File: src/rtl/adc_seq_pkg.sv
`timescale 1ns/1ps
package adc_seq_pkg;

  typedef enum logic [1:0] {
    PH_IDLE   = 2'd0,
    PH_STAB   = 2'd1,
    PH_SAMPLE = 2'd2,
    PH_CMP    = 2'd3
  } adc_phase_e;

  localparam int unsigned DIV_MAX = 32;
  localparam int unsigned DIV_W   = $clog2(DIV_MAX);
  localparam logic [2:0]  RATIO_TOP = 3'd5;

  // Peripheral cycles per conversion clock for a ratio code.
  function automatic logic [DIV_W:0] div_ratio(input logic [2:0] code);
    logic [DIV_W:0] r;
    r = (DIV_W+1)'(DIV_MAX);
    if (code <= RATIO_TOP) r = r >> code;
    return r;
  endfunction

  function automatic logic ratio_reserved(input logic [2:0] code);
    return code > RATIO_TOP;
  endfunction

  // Settling wait in peripheral cycles.
  function automatic int unsigned stab_cycles(input int unsigned mhz, input int unsigned us);
    return mhz * us;
  endfunction

endpackage

File: src/rtl/adc_cfg_regs.sv
`timescale 1ns/1ps
module adc_cfg_regs import adc_seq_pkg::*; (
  input  logic       clk,
  input  logic       rst_n,
  input  logic       we,
  input  logic       run_in,
  input  logic       cont_in,
  input  logic       hw_in,
  input  logic [2:0] ratio_in,
  input  logic       ext_in,
  output logic       run_q,
  output logic       cont_q,
  output logic       hw_q,
  output logic [2:0] ratio_q,
  output logic       ext_q,
  output logic       cfg_err,
  output logic       halt
);

  logic timing_wr;

  // timing fields accepted only while the converter is stopped
  assign timing_wr = we & ~run_q;
  assign halt      = (we & ~run_in) | ~run_q;

  always_ff @(posedge clk or negedge rst_n) begin
    if (!rst_n) begin
      run_q   <= 1'b0;
      cont_q  <= 1'b0;
      hw_q    <= 1'b0;
      ratio_q <= 3'd0;
      ext_q   <= 1'b0;
      cfg_err <= 1'b0;
    end else begin
      if (we) begin
        run_q  <= run_in;
        cont_q <= cont_in;
        hw_q   <= hw_in;
      end
      if (timing_wr) begin
        ratio_q <= ratio_in;
        ext_q   <= ext_in;
        if (ratio_reserved(ratio_in)) cfg_err <= 1'b1;
      end
    end
  end

  assert_freeze_R11: assert property (@(posedge clk) disable iff (!rst_n)
    run_q |=> ($stable(ratio_q) && $stable(ext_q)));

  assert_err_sticky_R2: assert property (@(posedge clk) disable iff (!rst_n)
    cfg_err |=> cfg_err);

endmodule

File: src/rtl/adc_clk_div.sv
`timescale 1ns/1ps
module adc_clk_div import adc_seq_pkg::*; (
  input  logic       clk,
  input  logic       rst_n,
  input  logic       clr,
  input  logic [2:0] ratio,
  output logic       tick
);

  logic [DIV_W-1:0] cnt;
  logic [DIV_W:0]   div;
  logic [DIV_W-1:0] lim;

  assign div  = div_ratio(ratio);
  assign lim  = DIV_W'(div - (DIV_W+1)'(1));
  assign tick = ~clr & (cnt == lim);

  always_ff @(posedge clk or negedge rst_n) begin
    if (!rst_n)          cnt <= '0;
    else if (clr | tick) cnt <= '0;
    else                 cnt <= cnt + DIV_W'(1);
  end

  assert_tick_gap_R2: assert property (@(posedge clk) disable iff (!rst_n)
    (tick && lim != '0) |=> !tick);

endmodule

File: src/rtl/adc_phase_fsm.sv
`timescale 1ns/1ps
module adc_phase_fsm import adc_seq_pkg::*; #(
  parameter  int unsigned STAB_CYC    = 32,
  parameter  int unsigned SAMPLE_BASE = 4,
  parameter  int unsigned SAMPLE_EXT  = 8,
  parameter  int unsigned CMP_STEPS   = 12,
  localparam int unsigned SW   = $clog2(STAB_CYC + 1),
  localparam int unsigned PMAX = (SAMPLE_EXT > CMP_STEPS) ? SAMPLE_EXT : CMP_STEPS,
  localparam int unsigned PW   = $clog2(PMAX + 1),
  localparam int unsigned BW   = $clog2(CMP_STEPS)
)(
  input  logic          clk,
  input  logic          rst_n,
  input  logic          halt,
  input  logic          run_q,
  input  logic          cont_q,
  input  logic          hw_q,
  input  logic          ext_q,
  input  logic          sw_start,
  input  logic          hw_trig,
  input  logic          tick,
  output adc_phase_e    state,
  output logic          div_clr,
  output logic          sample_en,
  output logic          stab_wait,
  output logic          cmp_step,
  output logic          conv_done,
  output logic [BW-1:0] cmp_bit
);

  localparam logic [SW-1:0] STAB_LAST = SW'(STAB_CYC - 1);
  localparam logic [PW-1:0] CMP_LAST  = PW'(CMP_STEPS - 1);

  logic [SW-1:0] scnt;
  logic [PW-1:0] pcnt;
  logic [PW-1:0] samp_last;
  logic          first_pend;
  logic          start_sw, start_hw, need_stab;
  logic          stab_done, samp_done, cmp_done;

  assign samp_last = ext_q ? PW'(SAMPLE_EXT - 1) : PW'(SAMPLE_BASE - 1);
  assign start_sw  = (state == PH_IDLE) & run_q & ~hw_q & sw_start;
  assign start_hw  = (state == PH_IDLE) & run_q &  hw_q & hw_trig;
  assign need_stab = ~cont_q | first_pend;
  assign stab_done = (state == PH_STAB)   & (scnt == STAB_LAST);
  assign samp_done = (state == PH_SAMPLE) & tick & (pcnt == samp_last);
  assign cmp_done  = (state == PH_CMP)    & tick & (pcnt == CMP_LAST);

  always_ff @(posedge clk or negedge rst_n) begin
    if (!rst_n) begin
      state      <= PH_IDLE;
      scnt       <= '0;
      pcnt       <= '0;
      first_pend <= 1'b1;
    end else if (halt) begin
      state      <= PH_IDLE;
      scnt       <= '0;
      pcnt       <= '0;
      first_pend <= 1'b1;
    end else begin
      case (state)
        PH_IDLE: begin
          scnt <= '0;
          pcnt <= '0;
          if (start_hw)      state <= need_stab ? PH_STAB : PH_SAMPLE;
          else if (start_sw) state <= PH_SAMPLE;
        end
        PH_STAB: begin
          if (stab_done) begin
            state <= PH_SAMPLE;
            pcnt  <= '0;
            if (cont_q) first_pend <= 1'b0;
          end else begin
            scnt <= scnt + SW'(1);
          end
        end
        PH_SAMPLE: begin
          if (samp_done) begin
            state <= PH_CMP;
            pcnt  <= '0;
          end else if (tick) begin
            pcnt <= pcnt + PW'(1);
          end
        end
        PH_CMP: begin
          if (cmp_done) begin
            state <= (cont_q & ~hw_q) ? PH_SAMPLE : PH_IDLE;
            pcnt  <= '0;
          end else if (tick) begin
            pcnt <= pcnt + PW'(1);
          end
        end
      endcase
    end
  end

  assign div_clr   = (state == PH_IDLE) | (state == PH_STAB);
  assign sample_en = (state == PH_SAMPLE);
  assign stab_wait = (state == PH_STAB);
  assign cmp_step  = (state == PH_CMP) & tick;
  assign conv_done = cmp_done;
  assign cmp_bit   = (state == PH_CMP) ? BW'(CMP_LAST - pcnt) : '0;

  assert_phase_excl_R3: assert property (@(posedge clk) disable iff (!rst_n)
    sample_en |-> !cmp_step);

  assert_done_lastbit_R3: assert property (@(posedge clk) disable iff (!rst_n)
    conv_done |-> (cmp_step && cmp_bit == '0));

  assert_sw_launch_R5: assert property (@(posedge clk) disable iff (!rst_n)
    (start_sw && !halt) |=> sample_en);

  assert_restart_R6: assert property (@(posedge clk) disable iff (!rst_n)
    (conv_done && cont_q && !hw_q && !halt) |=> sample_en);

  assert_stab_hwonly_R7: assert property (@(posedge clk) disable iff (!rst_n)
    stab_wait |-> hw_q);

  assert_skip_stab_R8: assert property (@(posedge clk) disable iff (!rst_n)
    (start_hw && cont_q && !first_pend && !halt) |=> (state == PH_SAMPLE));

  assert_abort_R10: assert property (@(posedge clk) disable iff (!rst_n)
    halt |=> (state == PH_IDLE && first_pend));

endmodule

File: src/rtl/adc_seq_ctrl.sv
`timescale 1ns/1ps
module adc_seq_ctrl import adc_seq_pkg::*; #(
  parameter  int unsigned PCLK_MHZ    = 16,
  parameter  int unsigned STAB_US     = 2,
  parameter  int unsigned SAMPLE_BASE = 4,
  parameter  int unsigned SAMPLE_EXT  = 8,
  parameter  int unsigned CMP_STEPS   = 12,
  localparam int unsigned BIT_W       = $clog2(CMP_STEPS)
)(
  input  logic             clk,
  input  logic             rst_n,
  input  logic             cfg_we,
  input  logic             cfg_run,
  input  logic             cfg_cont,
  input  logic             cfg_hwmode,
  input  logic [2:0]       cfg_ratio,
  input  logic             cfg_ext,
  input  logic             sw_start,
  input  logic             hw_trig,
  output logic             busy,
  output logic             stab_wait,
  output logic             sample_en,
  output logic             cmp_step,
  output logic [BIT_W-1:0] cmp_bit,
  output logic             conv_tick,
  output logic             conv_done,
  output logic [2:0]       ratio_q,
  output logic             ext_q,
  output logic             cfg_err,
  output logic             overrun
);

  localparam int unsigned STAB_CYC = stab_cycles(PCLK_MHZ, STAB_US);

  logic       run_q, cont_q, hw_q, halt;
  logic       div_clr, tick;
  adc_phase_e state;
  logic       trig_lost;

  adc_cfg_regs u_cfg (
    .clk      (clk),
    .rst_n    (rst_n),
    .we       (cfg_we),
    .run_in   (cfg_run),
    .cont_in  (cfg_cont),
    .hw_in    (cfg_hwmode),
    .ratio_in (cfg_ratio),
    .ext_in   (cfg_ext),
    .run_q    (run_q),
    .cont_q   (cont_q),
    .hw_q     (hw_q),
    .ratio_q  (ratio_q),
    .ext_q    (ext_q),
    .cfg_err  (cfg_err),
    .halt     (halt)
  );

  adc_clk_div u_div (
    .clk   (clk),
    .rst_n (rst_n),
    .clr   (div_clr),
    .ratio (ratio_q),
    .tick  (tick)
  );

  adc_phase_fsm #(
    .STAB_CYC    (STAB_CYC),
    .SAMPLE_BASE (SAMPLE_BASE),
    .SAMPLE_EXT  (SAMPLE_EXT),
    .CMP_STEPS   (CMP_STEPS)
  ) u_fsm (
    .clk       (clk),
    .rst_n     (rst_n),
    .halt      (halt),
    .run_q     (run_q),
    .cont_q    (cont_q),
    .hw_q      (hw_q),
    .ext_q     (ext_q),
    .sw_start  (sw_start),
    .hw_trig   (hw_trig),
    .tick      (tick),
    .state     (state),
    .div_clr   (div_clr),
    .sample_en (sample_en),
    .stab_wait (stab_wait),
    .cmp_step  (cmp_step),
    .conv_done (conv_done),
    .cmp_bit   (cmp_bit)
  );

  assign busy      = (state != PH_IDLE);
  assign conv_tick = tick;
  assign trig_lost = run_q & hw_q & hw_trig & busy;

  always_ff @(posedge clk or negedge rst_n) begin
    if (!rst_n)         overrun <= 1'b0;
    else if (trig_lost) overrun <= 1'b1;
  end

  assert_overrun_R9: assert property (@(posedge clk) disable iff (!rst_n)
    (run_q && hw_q && hw_trig && busy) |=> overrun);

  assert_idle_quiet_R1: assert property (@(posedge clk) disable iff (!rst_n)
    !busy |-> (!sample_en && !cmp_step && !conv_tick && !stab_wait));

endmodule

File: config.mk
export PLATFORM = sky130hd
export DESIGN_NAME = adc_seq_ctrl
export DESIGN_NICKNAME = d
export VERILOG_FILES = /design/src/rtl/adc_seq_pkg.sv /design/src/rtl/adc_cfg_regs.sv /design/src/rtl/adc_clk_div.sv /design/src/rtl/adc_phase_fsm.sv /design/src/rtl/adc_seq_ctrl.sv
export SDC_FILE = /design/constraint.sdc
export NUM_CORES = 1
export LEC_CHECK = 0
export BUFFER_PORTS_ARGS = -buffer_cell sky130_fd_sc_hd__buf_2
export CORE_MARGIN = 2
export CORE_UTILIZATION = 25
export DETAILED_ROUTE_END_ITERATION = 8
export GPL_TIMING_DRIVEN = 0
export PLACE_DENSITY = 0.5
export SYNTH_ARGS = -nofsm -noshare
export SYNTH_HDL_FRONTEND = slang
export SYNTH_SLANG_ARGS = --single-unit
File: constraint.sdc
create_clock -name clk -period 4 [get_ports clk]
set_input_delay 0.2 -clock clk [delete_from_list [all_inputs] [get_ports clk]]
set_output_delay 0.2 -clock clk [all_outputs]
set_load 0.01 [all_outputs]
### Word level (Yosys, flattened, before mapping)

Index checks and enable logic that the tools add are counted.

* RAM bits: 0
* bits in read-only memories: 0
* memories: 0
* bits in registers: 27
* bits of input ports: 12
* output and inout bits: 16
* logic and storage cells: 94
* bits in latches: 0

* eq/ne operators: 12
* add/subtract/negate cells: 5
* reductions and logical operators: 10
* shift operators: 1
* $lt $le $gt $ge: 2
* bitwise logic cells: 26
* muxes and demuxes: 26
* div/mod/pow operators: 0
* multipliers: 0

Operators by type and width (count)
* 4-bit 2-to-1 mux: 6
* 1-bit bitwise AND: 17
* 2-bit 2-to-1 mux: 8
* 4-bit one-hot mux with 4 select lines: 1
* 6-bit 2-to-1 mux: 2
* 6-bit one-hot mux with 2 select lines: 1
* 5-bit 2-to-1 mux: 2
* 2-bit one-hot mux with 4 select lines: 1
* 2-bit nonzero test: 4
* 6-bit by 1-bit adder with 6-bit output, second input constant: 1
* 6-bit by 5-bit == test with 1-bit output, second input constant: 1
* 3-bit by 1-bit inequality test with 1-bit output, second input constant: 2
* 3-bit inequality test, second input constant: 2
* 6-bit by 3-bit >> shifter with 5-bit output, first input constant: 1
* 5-bit by 1-bit adder with 5-bit output, second input constant: 1
* 5-bit == test: 1
* 1-bit NOT: 5
* 5-bit by 1-bit subtractor with 5-bit output, second input constant: 1
* 4-bit by 1-bit adder with 4-bit output, second input constant: 1
* 2-bit == test, second input constant: 2
* 4-bit == test: 1
* 4-bit == test, second input constant: 1
* 1-bit 2-to-1 mux: 4
* 4-bit by 2-bit inequality test with 1-bit output, second input constant: 1
* 11 further kinds: 15

### Longest topological paths before layout

Gate-level depths: netlist of run 1.

* word-level depth: 10
* gate-level depth with buffers: 8
* mapped depth without buffers: 8

### Cells and area by module

Synthesis of run 1 repeated with hierarchy kept, for this count alone.

* cells, all modules: 166
* area, all modules: 1650.3 um^2

Modules (own cells, without submodules)
* adc_phase_fsm: area each 857.1 um^2, times used 1, sequential area each 326.6 um^2, cells an instance 100
* adc_clk_div: area each 427.9 um^2, times used 1, sequential area each 125.1 um^2, cells an instance 44
* adc_cfg_regs: area each 321.6 um^2, times used 1, sequential area each 200.2 um^2, cells an instance 19
* adc_seq_ctrl: area each 43.8 um^2, times used 1, sequential area each 25.0 um^2, cells an instance 3

### Worst setup path after synthesis of run 1

No wires, ideal clock.

* path type: flip-flop to output port
* from: reg u_cfg.ratio_q[2]
* to: out conv_done
* data required time: 3800 ps
* buffers on the path: 0
* data arrival time: 1943 ps
* setup slack: 1857 ps
* stages on the path, launching flop included: 8
* cells stage by stage: dfrtp_1 ha_1 and4bb_1 xor2_1 mux2i_2 nand2_1 nor2_1 and3_1

* cells in the longest elaborated chain, start to end: 7
* elaborated cells on any way between the ends: 8
* classes of those cells: 1 x add/sub; 1 x order compare; 1 x eq/ne; 1 x shift; 1 x mux; 3 x bitwise

Ends and longest elaborated chain
* start: declaration: line adc_cfg_regs.sv:14 `output logic [2:0] ratio_q,`
* start signal: assignment: line adc_cfg_regs.sv:41 `ratio_q <= ratio_in;`
* 3-bit <= comparator or 6-bit by 3-bit >> shifter with 5-bit output (tied branches): line adc_seq_pkg.sv:19 `if (code <= RATIO_TOP) r = r >> code;`
* 5-bit 2-to-1 mux *: line adc_seq_pkg.sv:19
* 5-bit by 1-bit subtractor with 5-bit output *: line adc_clk_div.sv:15 `assign lim = DIV_W'(div - (DIV_W+1)'(1));`
* 5-bit == test *: line adc_clk_div.sv:16 `assign tick = ~clr & (cnt == lim);`
* 1-bit bitwise AND *: line adc_clk_div.sv:16
* 1-bit bitwise AND *
* net cmp_step: line adc_seq_ctrl.sv:23 `output logic cmp_step,`
* 1-bit bitwise AND *: line adc_phase_fsm.sv:47 `assign cmp_done = (state == PH_CMP) & tick & (pcnt == CMP_LAST);`
* end: declaration: line adc_seq_ctrl.sv:26 `output logic conv_done,`

The timed path passes the listed nets; every way through them passes the cells marked *.

### Worst setup path in the final report of run 1

* from: reg u_cfg.ratio_q[2]
* to: out conv_done

* cells in the longest elaborated chain, start to end: 7
* elaborated cells on any way between the ends: 8
* classes of those cells: 1 x add/sub; 1 x order compare; 1 x eq/ne; 1 x shift; 1 x mux; 3 x bitwise

Ends and longest elaborated chain (line)
* 3-bit <= comparator or 6-bit by 3-bit >> shifter with 5-bit output (tied branches): adc_seq_pkg.sv:19
* 5-bit 2-to-1 mux *: adc_seq_pkg.sv:19
* 5-bit by 1-bit subtractor with 5-bit output *: adc_clk_div.sv:15
* 5-bit == test *: adc_clk_div.sv:16
* 1-bit bitwise AND *: adc_clk_div.sv:16
* 1-bit bitwise AND * (2 in a row): adc_phase_fsm.sv:47

Every way passes the cells marked *; elsewhere a longest branch is shown, timed or not.

==> key figures, run 1 <==
Worst hold path
  – Hold Path Class: input pin to flip-flop

Pwr
  – Lkg Pwr: 0.864 nW
  – Max IR drop VDD: 0.141 mV
  – Power Dens Cells: 331 nW/um^2

Setup path
  – Worst EP arrival: 2340 ps
  – Worst Setup Start Kind: flip-flop
  – CP max stage delay: 460 ps
  – Worst setup EP type: primary output
  – WP data required: 3800 ps
  – Worst path buffer plus inverter count: 1
  – CP Class: flip-flop to primary output
  – CP top delay family: simple AND/OR/NAND/NOR gates
  – Critical-path cell list: ha_1, and4bb_1, xor2_1, mux2i_2, nand2_1, nor2_1, and3_1, buf_2
  – Max FO, Critical Path: 7
  – Slowest CP cell: dfrtp_1

Synth
  – Most used DFF post-synth: dfrtp_1
  – Synth Area in Compound Gates: 0.163
  – YS warnings: 0
  – Syn Nets: 176
  – Multiplexer share of the synthesized area: 0.0584
  – Synth Area in Adders: 0.0487
  – Cell Area, Synth: 1540 sq um
  – Asr flop ratio synth: 1.00
  – Largest family of logic cells by synthesized area: simple AND/OR/NAND/NOR gates
  – XOR/XNOR Fraction of Synth Area: 0.0511
  – Cells after synthesis: 158
  – Number of synthesized register bits: 27
  – Number of flops mapped to enable cells by yosys: 0
  – Syn Area/Cell: 9.76 sq um
  – Post-Synth Simple-Gate Area: 0.208
  – Yosys cell types: 45
  – Register area share after synthesis: 0.439

Timing
  – Worst hold slack: 123 ps
  – Post-route clock period utilization: 0.636
  – Final count of pins violating max slew: 0
  – Fin crit period: 2540 ps
  – RSZ-0062 raised after global routing: false
  – Setup TNS: 0 ps
  – Final setup fails: 0
  – Max-slew headroom: 0.589
  – Clk_skew: 3.05 ps
  – Slew @ Worst Pin: 616 ps
  – Final hold vios: 0
  – Fmax: 393 MHz

Route
  – DR pass1 iterations: 4
  – Routed Wire Length: 3330 um
  – Via count: 1243
  – 1st-iter DRT viols: 75
  – Wire per inst: 12.5 um
  – Routed vias/inst: 4.69
  – Drt drc: 0
  – Final ANT Viol Nets: 0

GRT
  – Initial antenna violation count: 0
  – First-pass GRT wire length: 5710 um
  – GRT Resource Usage Total: 0.109
  – Largest net degree at the start of global routing: 28
  – Gr ovfl total: 0
  – Vias in the first global route: 1190

Layout
  – FF+latch area: 677 sq um
  – Final core utilization: 0.307
  – Area grow syn2layout: 18.4%
  – Design area: 1830 sq um
  – Fillcell total: 641
  – N_diodes: 0
  – Layout Nets: 209
  – Multi-input gate area: 816 sq um
  – Layout cell share with drive strength beyond 1: 0.263

Clocking
  – CTS tree: yes
  – H-tree depth reported by CTS: 1
  – Worst-path clk slew: 90 ps
  – Clk sink count: 27
  – Inserted Clock Buffers: 3
  – Max Buffers Root-to-Sink: 2
  – Root cell of the clock tree: clkbuf_8
  – Clk_lat worst skew: 280 ps
  – Post-CTS sizing: 0

Placement
  – Placed Area: 1770 sq um
  – Routability cong.: 0.788
  – I/O Buffers: 27
  – Final HPWL DP: 2510 um

Floorplanning
  – Core area: 5960 sq um
  – Die X: 82.6 um
  – Std cell rows: 28
  – Die H: 82.6 um
  – Die area: 6820 sq um
  – Boundary pin count: 28
  – Initial Util: 0.259

Job
  – Max-cap violations: 0

Status
  – Status: completed
## cell usage in the layout (no fill, tap or decap), types with 3 or more instances in the layout
master / instances
ha_1: 6
o21ai_0: 13
dfrtp_1: 26
a21oi_1: 5
and3_1: 5
mux2_2: 5
xor2_1: 6
xnor2_1: 3
a31oi_1: 3
clkbuf_8: 3
nand2_1: 15
nand2b_1: 3
nor2_1: 16
buf_2: 27
inv_1: 7
nand3_1: 6
## final timing paths
kind / start / end / slack (ps) / depth (start not counted)
worst max-delay path: u_cfg.ratio_q[2] / conv_done / 1460 / 8
worst max register to register: u_cfg.ratio_q[2] / u_fsm.pcnt[0] / 1870 / 7
min in group asynchronous: rst_n / u_cfg.ratio_q[0] / 460 / 2
max in group asynchronous: rst_n / u_fsm.scnt[1] / 3140 / 2
worst min register to register: overrun / overrun / 480 / 1
worst min-delay path: cfg_hwmode / u_cfg.hw_q / 120 / 3
## registers in the layout, summed over array words and instances, names as in the netlist
| signal | cells |
|---|---|
| u_cfg.ratio_q | 3 |
| overrun | 1 |
| u_fsm.scnt | 6 |
| u_fsm.first_pend | 1 |
| u_fsm.pcnt | 4 |
| u_cfg.run_q | 1 |
| u_cfg.hw_q | 1 |
| u_cfg.ext_q | 1 |
| u_div.cnt | 5 |
| u_cfg.cfg_err | 1 |
| u_fsm.state | 2 |
| u_cfg.cont_q | 1 |
## layout make-up
cell class | instances | area share
plain buffers | 3 | 0.0130
repair buffers | 28 | 0.0795
flip-flops and latches | 27 | 0.371
clock buffers | 4 | 0.0247
well taps | 75 | 0.0514
multi-input cells | 121 | 0.447
inverters | 7 | 0.0144
## synthesized netlist by cell type (all sizes together) (5+ instances only)
library cell	number	area, sq um
xor2	6	52.6
o21ai	15	82.6
nand3	7	40.0
inv	7	26.3
ha	6	75.1
and3	5	31.3
a21oi	5	25.0
dfrtp	26	651
nor2	16	60.1
nand2	15	56.3
mux2	5	56.3
## metal layers
layer / track usage / share of wire
met4: 0.0344 / 0.014
met2: 0.179 / 0.48
met1: 0.147 / 0.48
met3: 0.0152 / 0.030
met5: 0 / 0
## what timing repair did
| item | in CTS | in global routing |
|---|---|---|
| setup buffers | 0 | 0 |
| hold buffers | 1 | 0 |
| hold endpoints to repair | 26 | 0 |
## cell families (layout without fill, tap and decap cells)
kind of cell	count (synthesis)	count (layout)
buffers and inverters	10	42
flip-flops	27	27
AO/OA/AOI/OAI	38	38
XOR/XNOR	9	9
adder cells (fa/ha/maj)	6	6
AND/OR/NAND/NOR	60	60
multiplexers	8	8
## power breakdown
group / switching (mW) / internal (mW)
sequential: 0.0194 / 0.292
combinational: 0.0714 / 0.0617
clock: 0.0889 / 0.0716
total: 0.180 / 0.425
## worst min-delay path: stages
cell     delay [ps]
buf_2            70
nand2_1          40
o21ai_0          50
## through the flow
step                      worst slack [ps]  std cells  power, mW
final                                 1460        265      0.605
after floorplan                       1860        158      0.403
after global routing                  1310        265      0.638
after detailed placement              1790        260      0.451
after global placement                1800        260      0.450
after CTS                             1470        265      0.614
(Power assumes the default switching activity.)
==> run 2, diff against run 1 <==
--- a/config.mk
+++ b/config.mk
@@ -10,7 +10,7 @@
 export CORE_UTILIZATION = 25
 export DETAILED_ROUTE_END_ITERATION = 8
 export GPL_TIMING_DRIVEN = 0
-export PLACE_DENSITY = 0.5
+export PLACE_DENSITY = 0.52
 export SYNTH_ARGS = -nofsm -noshare
 export SYNTH_HDL_FRONTEND = slang
 export SYNTH_SLANG_ARGS = --single-unit
==> constraint.sdc (replaced) <==
create_clock -name clk -period 2.3 [get_ports clk]
set_input_delay 0.115 -clock clk [delete_from_list [all_inputs] [get_ports clk]]
set_output_delay 0.115 -clock clk [all_outputs]
set_load 0.01 [all_outputs]
==> key figures, run 2 (same netlist as run 1, synthesis figures left out) <==
Status
  – Status: completed (unchanged)

Route
  – Drt drc: 0 (unchanged)
  – 1st-iter DRT viols: 56 (was 75)
  – Routed vias/inst: 4.71 (was 4.69)
  – Routed Wire Length: 3380 um (was 3330 um)
  – Via count: 1276 (was 1243)
  – Final ANT Viol Nets: 0 (unchanged)
  – DR pass1 iterations: 4 (unchanged)
  – Wire per inst: 12.5 um (about the same)

Timing
  – Fmax: 452 MHz
  – Slew @ Worst Pin: 616 ps (about the same)
  – Clk_skew: 3.49 ps (was 3.05 ps)
  – Worst hold slack: 57.2 ps (was 123 ps)
  – Final worst slack: 85.4 ps (was 1460 ps)
  – Final hold vios: 0 (unchanged)
  – Setup TNS: 0 ps (unchanged)
  – Final setup fails: 0 (unchanged)
  – Final count of pins violating max slew: 0 (unchanged)
  – Max-slew headroom: 0.589 (about the same)
  – Post-route clock period utilization: 0.963
  – Fin crit period: 2210 ps
  – RSZ-0062 raised after global routing: true (was false)

Setup path
  – Worst r2r src: u_cfg.ratio_q[2] (unchanged)
  – Capturing point of the worst reg2reg path: u_fsm.pcnt[0] (unchanged)
  – Worst Setup Start Kind: flip-flop (unchanged)
  – CP Class: flip-flop to primary output (unchanged)
  – Worst setup EP type: primary output (unchanged)
  – WP data required: 2180 ps (was 3800 ps)
  – Worst EP arrival: 2100 ps (was 2340 ps)
  – Max FO, Critical Path: 4 (was 7)
  – R2R setup slack: 150 ps (was 1870 ps)
  – R2r worst-path depth: 8 (was 7)

Layout
  – Layout Nets: 215 (was 209)
  – Area grow syn2layout: 24.4% (was 18.4%)
  – Commonest cells after routing, fill and taps aside: buf_2, dfrtp_1, nor2_1 (unchanged)
  – Max reg flops: 6 (unchanged)
  – Design area: 1920 sq um (was 1830 sq um)
  – Biggest regs: u_fsm.scnt x6, u_div.cnt x5, u_fsm.pcnt x4 (unchanged)
  – Final core utilization: 0.322 (was 0.307)
  – Top reg by flops: u_fsm.scnt (unchanged)
  – Commonest non-fill, non-tap cell in the layout: buf_2 (unchanged)
  – Non-filler cells in the finished layout: 271 (was 265)
  – N_diodes: 0 (unchanged)
  – Fillcell total: 627 (was 641)
  – Layout cell share with drive strength beyond 1: 0.327 (was 0.263)

GRT
  – Vias in the first global route: 1316 (was 1190)
  – GRT Resource Usage Total: 0.115 (was 0.109)
  – Routing usage on met1: 0.151 (was 0.147)
  – Most Crowded Layer GR: met2 (unchanged)
  – First-pass GRT wire length: 6090 um (was 5710 um)
  – Initial antenna violation count: 0 (unchanged)
  – Largest net degree at the start of global routing: 28 (unchanged)
  – GR Util met3: 0.0109 (was 0.0152)
  – Gr ovfl total: 0 (unchanged)
  – Routing usage on met2: 0.198 (was 0.179)

Floorplanning
  – Boundary pin count: 28 (unchanged)
  – Die area: 6820 sq um (unchanged)
  – Die H: 82.6 um (unchanged)
  – Core area: 5960 sq um (unchanged)
  – Initial Util: 0.259 (unchanged)
  – Std cell rows: 28 (unchanged)
  – Die X: 82.6 um (unchanged)

Placement
  – Routability cong.: 0.795 (was 0.788)
  – Setup WS pre-CTS: 182 ps (was 1790 ps)
  – Final HPWL DP: 2510 um (about the same)
  – Placed insts: 260 (unchanged)
  – Placed Area: 1770 sq um (unchanged)
  – I/O Buffers: 27 (unchanged)

Clocking
  – Clk sink count: 27 (unchanged)
  – Clk_lat worst skew: 270 ps (was 280 ps)
  – CTS tree: yes (unchanged)
  – Root cell of the clock tree: clkbuf_8 (unchanged)
  – Max Buffers Root-to-Sink: 2 (unchanged)
  – Inserted Clock Buffers: 3 (unchanged)
  – H-tree depth reported by CTS: 1 (unchanged)
  – Worst-path clk slew: 90 ps (about the same)

Pwr
  – Max IR drop VDD: 0.257 mV (was 0.141 mV)
  – Lkg Pwr: 0.898 nW (was 0.864 nW)
  – Total power: 1.10 mW (was 0.605 mW)
  – Power Dens Cells: 571 nW/um^2 (was 331 nW/um^2)

Worst hold path
  – Hold_sp: cfg_run (was cfg_hwmode)
  – Hold Path Class: input pin to flip-flop (unchanged)
  – Hold-critical path depth: 3 (unchanged)
  – Worst hold endpoint: u_cfg.run_q (was u_cfg.hw_q)

Job
  – Max-cap violations: 0 (unchanged)
-- run 2: report_power, final --
group | internal, mW | switching (mW) | leakage (nW) | total, mW
logic | 0.142 | 0.141 | 0.526 | 0.282
registers | 0.509 | 0.0356 | 0.349 | 0.544
clock network | 0.124 | 0.145 | 0.0228 | 0.269
total | 0.774 | 0.322 | 0.898 | 1.10
-- run 2: repair_timing --
item	CTS	global route
buffers inserted	5	1
resized for setup	4	5
endpoints found under the setup margin	1	3
hold endpoints to repair	26	0
hold buffers	1	0
pin swaps	2	2
-- run 2: worst max-delay path, stage by stage, from the launching register on --
cell and delay [ps]:
dfrtp_2 460, ha_4 170, and4bb_1 260, xor2_1 210
mux2i_2 280, nand2_2 80, nor2_2 90, and3_1 160
buf_2 120
-- run 2: per-layer routing --
| layer | wire length (um) | share of wire |
|---|---|---|
| met4 | 38 | 0.011 |
| met1 | 1540 | 0.46 |
| met3 | 94 | 0.028 |
| met5 | 0 | 0 |
| met2 | 1710 | 0.51 |
-- run 2: how the worst max path moves through the flow --
stage / start / end / slack, ps / cells past startpoint
global route: u_cfg.ratio_q[2] / conv_done / -50 / 8
detailed placement: u_cfg.ratio_q[2] / u_fsm.pcnt[0] / 180 / 7
finish: u_cfg.ratio_q[2] / conv_done / 90 / 8
CTS: u_cfg.ratio_q[2] / conv_done / 30 / 8
global placement: u_cfg.ratio_q[2] / conv_done / 200 / 8
floorplan: u_cfg.ratio_q[2] / conv_done / 240 / 7
-- run 2: final cells by class --
type | instances | area, sq um | share of cell area
clock buffers | 4 | 45.0 | 0.0235
plain buffers | 3 | 23.8 | 0.0124
inverters | 7 | 26.3 | 0.0137
flip-flops and latches | 27 | 679 | 0.354
repair buffers | 34 | 190 | 0.0991
well taps | 75 | 93.8 | 0.0489
multi-input cells | 121 | 861 | 0.449
